## config.mk

```make
export PLATFORM = sky130hd
export DESIGN_NAME = wakeWatchdogSeq
export DESIGN_NICKNAME = d
export VERILOG_FILES = /design/src/rtl/wws_pkg.sv /design/src/rtl/wws_datapath.sv /design/src/rtl/wws_control.sv /design/src/rtl/wakeWatchdogSeq.sv
export SDC_FILE = /design/constraint.sdc
export NUM_CORES = 1
export LEC_CHECK = 0
export ABC_AREA = 1
export BUFFER_PORTS_ARGS = -buffer_cell sky130_fd_sc_hd__buf_2
export CORE_ASPECT_RATIO = 1.2
export CORE_MARGIN = 5
export CORE_UTILIZATION = 50
export DETAILED_ROUTE_END_ITERATION = 10
export HOLD_SLACK_MARGIN = 0.06
export PLACE_DENSITY = 0.65
export SETUP_SLACK_MARGIN = 0.5
export SYNTH_ARGS = -nofsm -noshare
export SYNTH_HDL_FRONTEND = slang
export SYNTH_SLANG_ARGS = --single-unit
```

## constraint.sdc

```tcl
create_clock -name clk -period 3.47 [get_ports clk]
set_clock_uncertainty 0.15 [all_clocks]
set_input_delay 0.5205 -clock clk [delete_from_list [all_inputs] [get_ports clk]]
set_output_delay 0.5205 -clock clk [all_outputs]
set_load 0.01 [all_outputs]
```

## src/rtl/wws_pkg.sv

```systemverilog
package wws_pkg;

  typedef enum logic [1:0] {
    PH_HOLD    = 2'd0,
    PH_PULSE   = 2'd1,
    PH_RESTART = 2'd2,
    PH_CYCLE   = 2'd3
  } phase_t;

  typedef struct packed {
    logic clrTimer;
    logic clrService;
    logic armService;
  } dpStrobe_t;

  localparam int PULSE_UNITS   = 1;
  localparam int RESTART_UNITS = 4;
  localparam int CYCLE_UNITS   = 8;

endpackage

```

## src/rtl/wws_datapath.sv

```systemverilog
module wws_datapath
  import wws_pkg::*;
#(
  parameter int TICK_DIV   = 1000,
  parameter int UNIT_TICKS = 5,
  localparam int CNT_W     = $clog2(CYCLE_UNITS * UNIT_TICKS)
) (
  input  logic             clk,
  input  logic             porN,
  input  logic             wdIn,
  input  dpStrobe_t        strobe,
  output logic             tick,
  output logic [CNT_W-1:0] count,
  output logic             wdFall,
  output logic             serviced
);

  logic [2:0] wdSync;

  generate
    if (TICK_DIV <= 1) begin : g_noPrescale
      assign tick = 1'b1;
    end else begin : g_prescale
      localparam int PW = $clog2(TICK_DIV);
      localparam logic [PW-1:0] PLAST = PW'(TICK_DIV - 1);
      logic [PW-1:0] presc;
      always_ff @(posedge clk or negedge porN) begin
        if (!porN)                presc <= '0;
        else if (strobe.clrTimer) presc <= '0;
        else if (presc == PLAST)  presc <= '0;
        else                      presc <= presc + 1'b1;
      end
      assign tick = (presc == PLAST);
    end
  endgenerate

  always_ff @(posedge clk or negedge porN) begin
    if (!porN)                count <= '0;
    else if (strobe.clrTimer) count <= '0;
    else if (tick)            count <= count + 1'b1;
  end

  // two synchronizer stages, third stage keeps the previous value for edge detection
  always_ff @(posedge clk or negedge porN) begin
    if (!porN) wdSync <= 3'b111;
    else       wdSync <= {wdSync[1:0], wdIn};
  end

  assign wdFall = wdSync[2] & ~wdSync[1];

  always_ff @(posedge clk or negedge porN) begin
    if (!porN)                           serviced <= 1'b0;
    else if (strobe.clrService)          serviced <= 1'b0;
    else if (strobe.armService && wdFall) serviced <= 1'b1;
  end

endmodule

```

## src/rtl/wws_control.sv

```systemverilog
module wws_control
  import wws_pkg::*;
#(
  parameter int TICK_DIV   = 1000,
  parameter int UNIT_TICKS = 5,
  localparam int CNT_W     = $clog2(CYCLE_UNITS * UNIT_TICKS)
) (
  input  logic             clk,
  input  logic             porN,
  input  logic             supplyOk,
  input  logic             tick,
  input  logic [CNT_W-1:0] count,
  input  logic             wdFall,
  input  logic             serviced,
  output dpStrobe_t        strobe,
  output logic             rstOutN,
  output logic             wakeOut
);

  localparam logic [CNT_W-1:0] PULSE_LAST   = CNT_W'(PULSE_UNITS * UNIT_TICKS - 1);
  localparam logic [CNT_W-1:0] RESTART_LAST = CNT_W'(RESTART_UNITS * UNIT_TICKS - 1);
  localparam logic [CNT_W-1:0] CYCLE_LAST   = CNT_W'(CYCLE_UNITS * UNIT_TICKS - 1);
  localparam logic [CNT_W-1:0] HALF_LAST    = CNT_W'((CYCLE_UNITS / 2) * UNIT_TICKS - 1);

  phase_t phase, phaseNext;
  logic   rstNext, wakeNext;
  logic   pulseDone, restartDone, cycleDone, halfDone;

  assign pulseDone   = tick && (count == PULSE_LAST);
  assign restartDone = tick && (count == RESTART_LAST);
  assign cycleDone   = tick && (count == CYCLE_LAST);
  assign halfDone    = tick && (count == HALF_LAST);

  always_comb begin
    phaseNext         = phase;
    rstNext           = rstOutN;
    wakeNext          = wakeOut;
    strobe            = '0;
    if (!supplyOk) begin
      phaseNext       = PH_HOLD;
      rstNext         = 1'b0;
      wakeNext        = 1'b0;
      strobe.clrTimer = 1'b1;
    end else begin
      unique case (phase)
        PH_HOLD: begin
          phaseNext       = PH_PULSE;
          strobe.clrTimer = 1'b1;
        end
        PH_PULSE: begin
          if (pulseDone) begin
            phaseNext       = PH_RESTART;
            rstNext         = 1'b1;
            strobe.clrTimer = 1'b1;
          end
        end
        PH_RESTART: begin
          if (restartDone) begin
            phaseNext         = PH_CYCLE;
            wakeNext          = 1'b1;
            strobe.clrTimer   = 1'b1;
            strobe.clrService = 1'b1;
          end
        end
        PH_CYCLE: begin
          if (cycleDone) begin
            strobe.clrTimer   = 1'b1;
            strobe.clrService = 1'b1;
            if (serviced || wdFall) begin
              wakeNext  = 1'b1;
            end else begin
              phaseNext = PH_PULSE;
              rstNext   = 1'b0;
              wakeNext  = 1'b0;
            end
          end else begin
            strobe.armService = 1'b1;
            if (wdFall && !serviced) wakeNext = 1'b0;
            if (halfDone)            wakeNext = 1'b0;
          end
        end
        default: phaseNext = PH_HOLD;
      endcase
    end
  end

  always_ff @(posedge clk or negedge porN) begin
    if (!porN) begin
      phase   <= PH_HOLD;
      rstOutN <= 1'b0;
      wakeOut <= 1'b0;
    end else begin
      phase   <= phaseNext;
      rstOutN <= rstNext;
      wakeOut <= wakeNext;
    end
  end

endmodule

```

## src/rtl/wakeWatchdogSeq.sv

```systemverilog
module wakeWatchdogSeq
  import wws_pkg::*;
#(
  parameter int TICK_DIV   = 1000,
  parameter int UNIT_TICKS = 5
) (
  input  logic clk,
  input  logic porN,
  input  logic supplyOk,
  input  logic wdIn,
  output logic wakeOut,
  output logic rstOutN
);

  localparam int CNT_W = $clog2(CYCLE_UNITS * UNIT_TICKS);

  dpStrobe_t        strobe;
  logic             tick, wdFall, serviced;
  logic [CNT_W-1:0] count;

  wws_datapath #(.TICK_DIV(TICK_DIV), .UNIT_TICKS(UNIT_TICKS)) u_dp (
    .clk(clk), .porN(porN), .wdIn(wdIn), .strobe(strobe),
    .tick(tick), .count(count), .wdFall(wdFall), .serviced(serviced)
  );

  wws_control #(.TICK_DIV(TICK_DIV), .UNIT_TICKS(UNIT_TICKS)) u_ctl (
    .clk(clk), .porN(porN), .supplyOk(supplyOk), .tick(tick), .count(count),
    .wdFall(wdFall), .serviced(serviced), .strobe(strobe),
    .rstOutN(rstOutN), .wakeOut(wakeOut)
  );

endmodule

```

==> key figures <==
Logic synthesis
  • Synthesized flop and latch total: 24
  • Post-synthesis cell area: 1550 µm²
  • Number of flops mapped to enable cells by yosys: 0
  • Asr flop ratio synth: between 90% and 100%
  • Synth Net Count: roughly 220
  • Mapped Avg Cell Area: 7.44 µm²
  • Share of the synthesized area in the top cell type: between 30% and 40%
  • Synthesized instance count: 208
  • Synth area leaders: dfrtp_1 (34%), nand2_1 (12%), inv_1 (7.5%)
  • Netlist cell types: 25
  • Yosys warnings: 0
  • Main flop type after synthesis: dfrtp_1
  • Top-count cell post-synth: nand2_1
  • Synth cell count leaders: nand2_1 (48), inv_1 (31), nor2_1 (29)
  • Cell taking the most area after synthesis: dfrtp_1
  • Register area share after synthesis: around two fifths

Placement
  • Dpl hpwl: 2.29 mm
  • Port buffer count: 5
  • DP Worst Slack: 1.57 ns
  • Final Wtd Congestion: 0.856
  • Cells after DPL: 248

CTS
  • CTS Root Cell: clkbuf_4
  • Maximum clock insertion buffer count: 2
  • H-Tree Depth: 1
  • Worst-Skew Late Latency: 0.31 ns
  • CTS tree: done
  • Clock Pin Slew Worst Setup and Hold Paths: 0.13 ns
  • Clock buffer count from CTS: 3
  • Postcts setup bufs: 0
  • Clk sinks: 24

Global routing
  • Global-route wire length before repair: a little over 5 mm
  • Vias in the first global route: 1252
  • Gr ovfl total: 0
  • Largest net degree at the start of global routing: 25
  • Antenna violations before repair: 0
  • GRT Util Overall: 15.2%

Drt
  • Via density: slightly above 5
  • WL per Instance: 11.5 µm
  • Via count: 1283
  • DRT iter0 DRCs: 50
  • DRC Markers: 0
  • Routed Antenna Nets: 0
  • DR pass1 iterations: 4
  • Detailed Route WL: between 2 and 3 mm

Setup path
  • Setup CP Type: flop to flop
  • CP Launch Type: flop
  • Worst-path fanout max: 6
  • Setup crit end kind: flop
  • Crit path DAT: 1.97 ns
  • CP required: 3.53 ns
  • R2r setup slk: 1.56 ns

Floorplan
  • Initial core utilization: 51.1%
  • Height of the die: 70.9 µm
  • Row cnt: 22
  • Core Region: just over 3000 µm²
  • Die W: around 61 µm
  • Die area: 4310 µm²
  • I/O pin total: 6

STA
  • Tcrit/Tclk final: 55.0%
  • Final hold violation count: 0
  • Slew Viols, Final: 0
  • Worst slew margin: 64.0%
  • Worst Max-Slew Pin Slew: 0.540 ns
  • Total negative slack: 0 ns
  • Unrepaired setup endpoints after global routing: no
  • Fmax: 524 MHz
  • Setup WS post-layout: 1.56 ns
  • Period minus WS final: ~1.9 ns
  • Final setup vio count: 0

Min path
  • Hold/Removal Path Class: input port to flop

Finish
  • Final std cells w/o fill: 253
  • Layout cells sized above 1: 15.2%
  • Area growth syn-to-layout: 5.58%
  • Post-layout nets: 229
  • Register Area: 604 µm²
  • Area of the multi-input gates: 801 µm²
  • Filler cells: between 300 and 400
  • N_diodes: 0

Outcome
  • Status: completed

Power
  • Power density cells: 408 nW/µm²
  • Max VDD drop: about 0.26 mV
  • P_leak: 0.000789 µW
  • Pwr Total: 666 µW

Flow run
  • Max Cap Violations: 0
## layer usage
layer / GRT usage (%) / part of all wire, % / up-vias
li1: - / - / 663
met1: 19.8 / 46 / 597
met2: 25.2 / 51 / 17
met3: 1.82 / 1.8 / 6
met4: 5.54 / 1.5 / 0
met5: 0 / 0 / -
## per-stage QoR
step                      hold slack, ns  cell area, µm²  utilization, %
final                              0.139            1630            54.0
after global routing               0.123            1630            54.0
after CTS                          0.130            1630            54.0
after detailed placement           0.199            1600            52.8
after global placement             0.200            1600            52.8
after floorplan                   0.0749            1550               -
## worst max-delay path: stages, from the launching register on
cell and delay (ns):
dfrtp_1 0.39, ha_1 0.22, nand2_2 0.10, nor2_2 0.16
nand3_4 0.14, o21ai_1 0.22, nand2_1 0.14, o21ai_0 0.20
nand2_1 0.09
## power breakdown
part | leakage [µW] | internal, µW | switching [µW]
Clock | 0.0000150 | 44.9 | 79.1
Sequential | 0.000317 | 315 | 24.8
Combinational | 0.000457 | 72.5 | 130
## cell families after synthesis
logic type / after synthesis / synth area share (%)
adders and majority gates: 7 / 5.66
xor gates and xnor gates: 5 / 2.83
DFF: 24 / 39.0
buffers and inverters: 33 / 9.22
and+or+nand+nor: 127 / 39.4
AOI/OAI and AO/OA: 12 / 3.88
## final timing paths
kind                                          start             end  cells after the start
setup / recovery           u_dp.g_prescale.presc[0]  u_ctl.phase[0]                      8
hold / removal                                 wdIn  u_dp.wdSync[0]                      1
setup reg to reg           u_dp.g_prescale.presc[0]  u_ctl.phase[0]                      8
hold reg to reg                      u_dp.wdSync[0]  u_dp.wdSync[1]                      0
max in group asynchronous                      porN  u_dp.wdSync[2]                      2
min in group asynchronous                      porN   u_dp.count[1]                      2
## cells in the final DEF, fill, tap and decap left out, types with 2 or more instances in the layout
master	n
nand2_1	48
buf_2	5
dfrtp_1	21
o21ai_0	7
clkbuf_4	3
nand3b_1	2
nor3_1	3
dfstp_2	3
nand3_1	21
xor2_1	4
nand4_1	2
nand2_2	2
nor2_1	29
inv_1	31
nor2_2	14
ha_1	7
a21oi_1	4
## cell type report
type	count	area share [%]
well taps	36	2.76
clock buffers	4	1.61
inverters	32	7.50
flip-flops and latches	24	37.0
repair buffers	6	2.14
multi-input cells	151	49.0
## registers in the layout, summed over array words and instances, names as in the netlist
name / cells
u_dp.g_prescale.presc: 10
u_dp.count: 6
u_dp.wdSync: 3
u_ctl.phase: 2
u_ctl.rstOutN: 1
u_ctl.wakeOut: 1
u_dp.serviced: 1
## repair_timing
item	4_1_cts	5_1_grt
endpoints found under the setup margin	0	0
resized for setup	0	0
hold buffers	1	0
hold endpoints to repair	21	0
Power figures use the tool's default switching activity.
